$ cat config.mk
export PLATFORM = sky130hd
export DESIGN_NAME = irq_prio_ctrl
export DESIGN_NICKNAME = d
export VERILOG_FILES = /design/src/rtl/irqc_pkg.sv /design/src/rtl/irqc_regfile.sv /design/src/rtl/irqc_arbiter.sv /design/src/rtl/irqc_vecgen.sv /design/src/rtl/irq_prio_ctrl.sv
export SDC_FILE = /design/constraint.sdc
export NUM_CORES = 1
export LEC_CHECK = 0
export ABC_AREA = 1
export CAP_MARGIN = 20
export CORE_AREA = 2 2 135 150
export CTS_CLUSTER_SIZE = 14
export DETAILED_ROUTE_END_ITERATION = 12
export DIE_AREA = 0 0 137 152
export GPL_ROUTABILITY_DRIVEN = 1
export MAX_ROUTING_LAYER = met4
export PLACE_DENSITY = 0.76
export SYNTH_ARGS = -nofsm -noshare
export SYNTH_HDL_FRONTEND = slang
export SYNTH_SLANG_ARGS = --single-unit
$ cat constraint.sdc
create_clock -name clk -period 13.3 [get_ports clk]
set_input_delay 2.66 -clock clk [delete_from_list [all_inputs] [get_ports clk]]
set_output_delay 2.66 -clock clk [all_outputs]
set_load 0.02 [all_outputs]
$ cat src/rtl/irqc_pkg.sv
package irqc_pkg;

    localparam int LVL_W = 3;
    localparam int VEC_W = 8;
    localparam int CTL_W = 8;

    typedef logic [CTL_W-1:0] ctl_t;

    typedef struct packed {
        logic [LVL_W-1:0] level;
        logic [VEC_W-1:0] vector;
    } irq_out_t;

    // Power-up control byte for a given source number
    function automatic ctl_t ctl_reset_value(input int src);
        if (src <= 7)       return ctl_t'(src * 4);
        else if (src == 8)  return ctl_t'(8'h1C);
        else if (src <= 11) return ctl_t'(8'h80);
        else                return ctl_t'(8'h00);
    endfunction

endpackage

$ cat src/rtl/irqc_regfile.sv
module irqc_regfile
    import irqc_pkg::*;
#(
    parameter int NUM_SRC   = 13,
    parameter int ADDR_W    = 8,
    parameter int DATA_W    = 16,
    parameter int CTL_BASE  = 'h14,
    parameter int MASK_ADDR = 'h36,
    parameter int PEND_ADDR = 'h3A,
    parameter int WVEC_ADDR = 'h40,
    parameter int SVEC0_ADDR = 'h41,
    parameter int SVEC1_ADDR = 'h42,
    parameter logic [VEC_W-1:0] VEC_RST = 8'h0F
) (
    input  logic                          clk,
    input  logic                          rst_n,
    input  logic [NUM_SRC:1]              irq_req,
    input  logic                          wr_en,
    input  logic [ADDR_W-1:0]             addr,
    input  logic [DATA_W-1:0]             wdata,
    output logic [DATA_W-1:0]             rdata,
    output logic [NUM_SRC:1][CTL_W-1:0]   ctl_o,
    output logic [NUM_SRC:1]              mask_o,
    output logic [NUM_SRC:1]              pend_o,
    output logic [VEC_W-1:0]              wvec_o,
    output logic [VEC_W-1:0]              svec0_o,
    output logic [VEC_W-1:0]              svec1_o
);

    typedef struct packed {
        logic [NUM_SRC:1][CTL_W-1:0] ctl;
        logic [NUM_SRC:1]            mask;
        logic [NUM_SRC:1]            pend;
        logic [VEC_W-1:0]            wvec;
        logic [VEC_W-1:0]            svec0;
        logic [VEC_W-1:0]            svec1;
    } rf_t;

    rf_t st_d, st_q;

    always_comb begin
        st_d      = st_q;
        st_d.pend = irq_req;
        if (wr_en) begin
            for (int i = 1; i <= NUM_SRC; i++) begin
                if (addr == ADDR_W'(CTL_BASE + i - 1))
                    st_d.ctl[i] = wdata[CTL_W-1:0];
            end
            if (addr == ADDR_W'(MASK_ADDR))  st_d.mask  = wdata[NUM_SRC:1];
            if (addr == ADDR_W'(WVEC_ADDR))  st_d.wvec  = wdata[VEC_W-1:0];
            if (addr == ADDR_W'(SVEC0_ADDR)) st_d.svec0 = wdata[VEC_W-1:0];
            if (addr == ADDR_W'(SVEC1_ADDR)) st_d.svec1 = wdata[VEC_W-1:0];
        end
    end

    always_ff @(posedge clk or negedge rst_n) begin
        if (!rst_n) begin
            for (int i = 1; i <= NUM_SRC; i++)
                st_q.ctl[i] <= ctl_reset_value(i);
            st_q.mask  <= '1;
            st_q.pend  <= '0;
            st_q.wvec  <= VEC_RST;
            st_q.svec0 <= VEC_RST;
            st_q.svec1 <= VEC_RST;
        end else begin
            st_q <= st_d;
        end
    end

    always_comb begin
        rdata = '0;
        for (int i = 1; i <= NUM_SRC; i++) begin
            if (addr == ADDR_W'(CTL_BASE + i - 1))
                rdata = DATA_W'(st_q.ctl[i]);
        end
        if (addr == ADDR_W'(MASK_ADDR)) rdata[NUM_SRC:1] = st_q.mask;
        if (addr == ADDR_W'(PEND_ADDR)) rdata[NUM_SRC:1] = st_q.pend;
        if (addr == ADDR_W'(WVEC_ADDR))  rdata = DATA_W'(st_q.wvec);
        if (addr == ADDR_W'(SVEC0_ADDR)) rdata = DATA_W'(st_q.svec0);
        if (addr == ADDR_W'(SVEC1_ADDR)) rdata = DATA_W'(st_q.svec1);
    end

    assign ctl_o   = st_q.ctl;
    assign mask_o  = st_q.mask;
    assign pend_o  = st_q.pend;
    assign wvec_o  = st_q.wvec;
    assign svec0_o = st_q.svec0;
    assign svec1_o = st_q.svec1;

    // pending mirrors the request level of the previous edge
    p_pend_tracks_r1: assert property (@(posedge clk) disable iff (!rst_n)
        $past(rst_n) |-> (pend_o == $past(irq_req)));

    // a mask write lands on the next edge
    p_mask_write_r2: assert property (@(posedge clk) disable iff (!rst_n)
        (wr_en && addr == ADDR_W'(MASK_ADDR)) |=> (mask_o == $past(wdata[NUM_SRC:1])));

endmodule

$ cat src/rtl/irqc_arbiter.sv
module irqc_arbiter
    import irqc_pkg::*;
#(
    parameter int NUM_SRC = 13,
    parameter int PRI_W   = 5,
    parameter int MIN_PRI = 4,
    localparam int IDX_W  = $clog2(NUM_SRC + 1)
) (
    input  logic [NUM_SRC:1][CTL_W-1:0] ctl,
    input  logic [NUM_SRC:1]            mask,
    input  logic [NUM_SRC:1]            pend,
    output logic                        win_valid,
    output logic [IDX_W-1:0]            win_idx,
    output logic [CTL_W-1:0]            win_ctl
);

    logic [NUM_SRC:1] active;
    logic [PRI_W-1:0] best;

    for (genvar g = 1; g <= NUM_SRC; g++) begin : g_active
        assign active[g] = pend[g] & ~mask[g];
    end

    // Ascending scan with strict compare: lower index keeps a tie
    always_comb begin
        best    = '0;
        win_idx = '0;
        win_ctl = '0;
        for (int i = 1; i <= NUM_SRC; i++) begin
            if (active[i] && (ctl[i][PRI_W-1:0] > best)) begin
                best    = ctl[i][PRI_W-1:0];
                win_idx = IDX_W'(i);
                win_ctl = ctl[i];
            end
        end
        win_valid = (best >= PRI_W'(MIN_PRI));
    end

endmodule

$ cat src/rtl/irqc_vecgen.sv
module irqc_vecgen
    import irqc_pkg::*;
#(
    parameter int NUM_SRC   = 13,
    parameter int WDOG_SRC  = 8,
    parameter int SER0_SRC  = 12,
    parameter int SER1_SRC  = 13,
    parameter int AUTO_BASE = 24,
    parameter logic [VEC_W-1:0] FALLBACK_VEC = 8'h0F,
    localparam int IDX_W    = $clog2(NUM_SRC + 1)
) (
    input  logic              win_valid,
    input  logic [IDX_W-1:0]  win_idx,
    input  logic [CTL_W-1:0]  win_ctl,
    input  logic [VEC_W-1:0]  wvec,
    input  logic [VEC_W-1:0]  svec0,
    input  logic [VEC_W-1:0]  svec1,
    output irq_out_t          out_d
);

    localparam int AUTO_BIT = CTL_W - 1;

    always_comb begin
        out_d = '0;
        if (win_valid) begin
            out_d.level = win_ctl[LVL_W+1:2];
            if (win_ctl[AUTO_BIT])
                out_d.vector = VEC_W'(AUTO_BASE) + VEC_W'(out_d.level);
            else if (win_idx == IDX_W'(WDOG_SRC))
                out_d.vector = wvec;
            else if (win_idx == IDX_W'(SER0_SRC))
                out_d.vector = svec0;
            else if (win_idx == IDX_W'(SER1_SRC))
                out_d.vector = svec1;
            else
                out_d.vector = FALLBACK_VEC;
        end
    end

endmodule

$ cat src/rtl/irq_prio_ctrl.sv
module irq_prio_ctrl
    import irqc_pkg::*;
#(
    parameter int NUM_SRC   = 13,
    parameter int ADDR_W    = 8,
    parameter int DATA_W    = 16,
    parameter int MIN_PRI   = 4,
    parameter int AUTO_BASE = 24
) (
    input  logic                clk,
    input  logic                rst_n,
    input  logic [NUM_SRC-1:0]  irq_req_i,
    input  logic                reg_wr_i,
    input  logic [ADDR_W-1:0]   reg_addr_i,
    input  logic [DATA_W-1:0]   reg_wdata_i,
    output logic [DATA_W-1:0]   reg_rdata_o,
    output logic [LVL_W-1:0]    irq_level_o,
    output logic [VEC_W-1:0]    irq_vector_o
);

    localparam int IDX_W = $clog2(NUM_SRC + 1);

    logic [NUM_SRC:1][CTL_W-1:0] ctl;
    logic [NUM_SRC:1]            mask;
    logic [NUM_SRC:1]            pend;
    logic [VEC_W-1:0]            wvec, svec0, svec1;
    logic                        win_valid;
    logic [IDX_W-1:0]            win_idx;
    logic [CTL_W-1:0]            win_ctl;
    irq_out_t                    out_d, out_q;

    irqc_regfile #(.NUM_SRC(NUM_SRC), .ADDR_W(ADDR_W), .DATA_W(DATA_W)) u_regs (
        .clk     (clk),
        .rst_n   (rst_n),
        .irq_req (irq_req_i),
        .wr_en   (reg_wr_i),
        .addr    (reg_addr_i),
        .wdata   (reg_wdata_i),
        .rdata   (reg_rdata_o),
        .ctl_o   (ctl),
        .mask_o  (mask),
        .pend_o  (pend),
        .wvec_o  (wvec),
        .svec0_o (svec0),
        .svec1_o (svec1)
    );

    irqc_arbiter #(.NUM_SRC(NUM_SRC), .MIN_PRI(MIN_PRI)) u_arb (
        .ctl       (ctl),
        .mask      (mask),
        .pend      (pend),
        .win_valid (win_valid),
        .win_idx   (win_idx),
        .win_ctl   (win_ctl)
    );

    irqc_vecgen #(.NUM_SRC(NUM_SRC), .AUTO_BASE(AUTO_BASE)) u_vec (
        .win_valid (win_valid),
        .win_idx   (win_idx),
        .win_ctl   (win_ctl),
        .wvec      (wvec),
        .svec0     (svec0),
        .svec1     (svec1),
        .out_d     (out_d)
    );

    always_ff @(posedge clk or negedge rst_n) begin
        if (!rst_n) out_q <= '0;
        else        out_q <= out_d;
    end

    assign irq_level_o  = out_q.level;
    assign irq_vector_o = out_q.vector;

    // the granted source is pending and not masked
    p_no_masked_winner_r2: assert property (@(posedge clk) disable iff (!rst_n)
        win_valid |-> (pend[win_idx] && !mask[win_idx]));

    // without a qualified winner the outputs go idle next cycle
    p_idle_r4: assert property (@(posedge clk) disable iff (!rst_n)
        !win_valid |=> (irq_level_o == '0 && irq_vector_o == '0));

    // a zero level never carries a vector
    p_zero_pair_r4: assert property (@(posedge clk) disable iff (!rst_n)
        (irq_level_o == '0) |-> (irq_vector_o == '0));

    // the level follows the winner's field one cycle later
    p_level_r5: assert property (@(posedge clk) disable iff (!rst_n)
        win_valid |=> (irq_level_o == $past(win_ctl[LVL_W+1:2])));

    // autovector form
    p_autovec_r6: assert property (@(posedge clk) disable iff (!rst_n)
        (win_valid && win_ctl[CTL_W-1]) |=>
            (irq_vector_o == VEC_W'(AUTO_BASE) + VEC_W'(irq_level_o)));

endmodule

# Yosys cells after proc, flatten, opt, wreduce, memory -nomap -nowiden
# Cells that the tools add are included.
[totals] mem_bits_rw=0 latch_bits=0 word_cells=174 register_bits=165 mem_bits_ro=0 output_inout_bits=27 input_bits=40 n_memories=0
[op_classes] reduce_logical=30 eq_ne=21 bitwise=26 multipliers=0 add_sub_neg=1 n_div=0 mux=62 magnitude_cmp=14 shift=0
[ops] cell="2-to-1 mux 8 bit" count=30
[ops] cell="== test 8 x 5 -> 1 bit (second input constant)" count=12
[ops] cell="2-to-1 mux 5 bit" count=13
[ops] cell="> comparator 5 bit" count=12
[ops] cell="2-to-1 mux 14 bit" count=3
[ops] cell="AND reduction 2 bit" count=17
[ops] cell="2-to-1 mux 13 bit" count=2
[ops] cell="== test 8 x 6 -> 1 bit (second input constant)" count=3
[ops] cell="== test 8 x 7 -> 1 bit (second input constant)" count=3
[ops] cell="2-to-1 mux 4 bit" count=6
[ops] cell="bitwise AND 1 bit" count=13
[ops] cell="logical AND 1 bit" count=13
[ops] cell="NOT 1 bit" count=13
[ops] cell="== test 4 bit (second input constant)" count=3
[ops] cell="2-to-1 mux 3 bit" count=4
[ops] cell="2-to-1 mux 11 bit" count=1
[ops] cell="adder 5 x 3 -> 6 bit (first input constant)" count=1
[ops] cell=">= comparator 5 x 3 -> 1 bit (second input constant)" count=1
[ops] cell="> comparator 5 x 1 -> 1 bit (second input constant)" count=1
[ops] cell="2-to-1 mux 2 bit" count=2
[ops] cell="2-to-1 mux 1 bit" count=1

# Logic depth before layout (Yosys ltp)
[logic_depth] depth_word=46 depth_mapped=126 depth_no_buf=116

# Modules after synthesis
# From an unflattened synthesis, not the netlist that was laid out.
[hier_totals] cells_unflattened=1585 area_unflattened_um2=11319.6
[modules_own_cells] mod="irqc_regfile" n_inst=1 area_each_um2=6952.9 seq_area_each_um2=3907.5 cells_per_inst=818
[modules_own_cells] mod="irqc_arbiter" n_inst=1 area_each_um2=3698.5 seq_area_each_um2=0.0 cells_per_inst=676
[modules_own_cells] mod="irqc_vecgen" n_inst=1 area_each_um2=392.9 seq_area_each_um2=0.0 cells_per_inst=80
[modules_own_cells] mod="irq_prio_ctrl" n_inst=1 area_each_um2=275.3 seq_area_each_um2=275.3 cells_per_inst=11

# Least setup slack after synthesis
# Ideal clock, no wire load.
[synth_timing] kind="register to register" startpoint="register u_regs.ctl_o[2] (netlist name)" endpoint="register out_q (netlist bit irq_vector_o[0])" arrival_ns=13.848 path_slack_ns=-0.620 path_buffers=10 setup_ns=0.071 synth_period_minus_slack_ns=13.920 t_required_ns=13.229 stages_incl_launch_ff=111 cell_sequence="dfstp_2 > nor2_1 > nand3_1 > nand2_1 > inv_1 > nand2_1 > ha_1 > nand2_1 > nor2_2 > a21oi_2 > nand2_2 > buf_6 > o21ai_0 > ha_1 > nand2_1 > nor2_1 > a21oi_1 > nand2_4 > [75 not listed] > nor2_8 > nand2_8 > nand2_1 > and2_1 > ha_1 > nand4_1 > nor2_1 > nor3_1 > nand2_1 > buf_6 > inv_1 > dlygate4sd3_1 > nor2_1 > nand3_1 > nand3_1 > nand3_1 > nand2_1 > nor2_1"
[synth_rtl] element="end signal, assigned" line_no="irq_prio_ctrl.sv:69" rtl="else out_q <= out_d;"
[synth_rtl] element="end, declared" line_no="irq_prio_ctrl.sv:30" rtl="irq_out_t out_d, out_q;"

==> results.cfg <==
[outcome]
status = finished, violations left
violations = negative setup slack

[worst_setup_path]
crit_slowest_cell = dfstp_2
crit_fanout = 8
endpoint_kind = flop
critPathArrivalTime_ns = 13.66
path_class = flop to flop
path_delay_family = simple AND/OR/NAND/NOR gates
reg2reg_slack_ns = -0.04
path_common_cell = nand2_2
required_ns = 13.62
max_stage_delay_ns = 0.53
startpoint_type = flop
critPathBufInv = 13

[clock_tree]
clk_latency_ns = 0.44
cts_sinks = 165
cts_max_level = 4
path_clk_slew_ns = 0.07
cts_root_buffer = clkbuf_16
cts_inserted_buffers = 17
tritoncts = done
ctsHoldBuffers = 0
clk_path_buf_depth = 2

[drt]
avgViaCountPerCell = 5.62
wirelength_um = 30800
vias = 10295
post_drt_wl_per_cell_um = 16.8
drt_drc_violations_left = 0
drt_iter0_drc = 986
dr.pass1.iters = 6
ant_nets = 0

[place]
place_inst = 1765
gp_congestion = 0.929
hpwl_um = 20300
port_buffers = 62

[cells_and_area]
fin_nets = 1651
drive_above_1_share = 0.312
multi_input_area_um2 = 6170
fin_util = 0.706
final-seq-area_um2 = 4180
syn_to_final_growth_pct = 33.0
stdcell_count = 1833
fillers = 1495
antenna_cells = 0

[floorplan]
rows = 54
fp.dieW_um = 137
io_pins = 67
die_h_um = 152
core_um2 = 19500
start_util = 0.530
die-area_um2 = 20800

[logic_synthesis]
ys_top_cells_by_count = nand2_1, o21ai_0, inv_1
synth-seq-cells = 165
synth_area_per_cell_um2 = 7.58
synth_cell_type_count = 46
yosysMostFrequentCell = nand2_1
synth-seq-area-share = 0.405
synthCells = 1361
syn_area_um2 = 10300
ys.warnings.count = 0
synthArstFlopShare = 1.00
synth_top_cell_area_share = 0.296
synthTopCellsByArea = dfrtp_1, nand2_1, dfstp_2, o21ai_0, inv_1
synth_ff_type = dfrtp_1
yosysTopAreaCell = dfrtp_1
synth_edf_count = 0

[timing]
hold_viol_final = 0
setup_viol = 1
maxSlewViolCount = 0
fin_crit_ns = 13.34
worstMarginPinSlew_ns = 0.943
relSlewSlack = 0.366
timing.hold.ws_ns = 0.487
timing.final.crit_share = 1.00
clock.fmax_ghz = 0.0750
final.setup.worst_slack_ns = -0.0356
fin_skew_ns = 0.0141
grt_setup_unrepaired = yes

[hold_path]
hold_class = flop to flop

[global_route]
grt_pass1_vias = 9356
grt_overflow = 0
grt_usage = 0.287
grt_max_degree = 86
antenna_found_initial = 0
grt_first_pass_wirelength_um = 46000

[flow_run]
cap_viol_max_count = 0
[worst min-delay path: cells and delay by family (launching register included)]
kind	cells	cell delay, ns
AO/OA/AOI/OAI	1	0.06
flip-flops	1	0.34
AND/OR/NAND/NOR	1	0.05
[cell type report]
| class | instances | share of cell area |
|---|---|---|
| inverters | 155 | 0.0427 |
| clock inverters | 13 | 0.00875 |
| repair buffers | 226 | 0.139 |
| multi-input cells | 1003 | 0.449 |
| clock buffers | 19 | 0.0323 |
| well taps | 252 | 0.0230 |
| flip-flops and latches | 165 | 0.305 |
[kinds of logic after synthesis]
logic type | after synthesis | synth area share
muxes | 10 | 0.0109
AOI/OAI and AO/OA | 259 | 0.141
other | 1 | 0.000363
DFF | 165 | 0.405
buffers and inverters | 197 | 0.0812
adders and majority gates | 43 | 0.0521
and+or+nand+nor | 686 | 0.309
[per-stage QoR]
stage / TNS [ns] / area, um^2 / setup slack, ns
floorplan: 0 / 10300 / 0.00926
global placement: -2.60 / 12000 / -0.291
detailed placement: -5.83 / 12000 / -0.580
CTS: 0 / 12700 / 0.00972
global route: -7.68 / 13700 / -0.765
finish: -0.0356 / 13700 / -0.0356
[registers in the layout, summed over array words and instances (netlist names)]
| register | count |
|---|---|
| u_regs.wvec_o | 8 |
| u_regs.svec0_o | 8 |
| irq_vector_o | 8 |
| irq_level_o | 3 |
| u_regs.mask_o | 13 |
| u_regs.ctl_o | 104 |
| u_regs.pend_o | 13 |
| u_regs.svec1_o | 8 |
[worst paths after layout]
check,end,cells after the start,start
setup / recovery,irq_vector_o[5],111,u_regs.ctl_o[2]
max in group asynchronous,u_regs.ctl_o[71],3,rst_n
setup reg to reg,irq_vector_o[5],111,u_regs.ctl_o[2]
min in group asynchronous,u_regs.pend_o[8],1,rst_n
hold / removal,u_regs.ctl_o[93],2,u_regs.ctl_o[93]
hold reg to reg,u_regs.ctl_o[93],2,u_regs.ctl_o[93]
[routing by layer]
metal,part of all wire,global-route usage,up-vias
li1,-,-,4899
met1,0.40,0.365,4878
met2,0.50,0.466,448
met3,0.069,0.0571,70
met4,0.030,0.0746,0
met5,0,-,-
[cell usage in the layout, fill, tap and decap left out, types with 22 or more instances in the layout]
master / n
nand2_2: 72
inv_1: 138
nand2_4: 26
buf_4: 154
clkdlybuf4s50_1: 61
o21ai_0: 155
dfrtp_1: 122
ha_1: 26
dfstp_2: 43
nand3_2: 22
nor2_1: 60
nand2_1: 342
nand3_1: 71
[timing repair]
action	CTS	global route
setup buffers	2	32
pin swaps	15	136
setup endpoints to repair	11	11
gates resized for setup	39	174
cloned	0	3
Power is not shown: default switching activity piles up to over one toggle a cycle in this logic, so the estimate is an artifact.
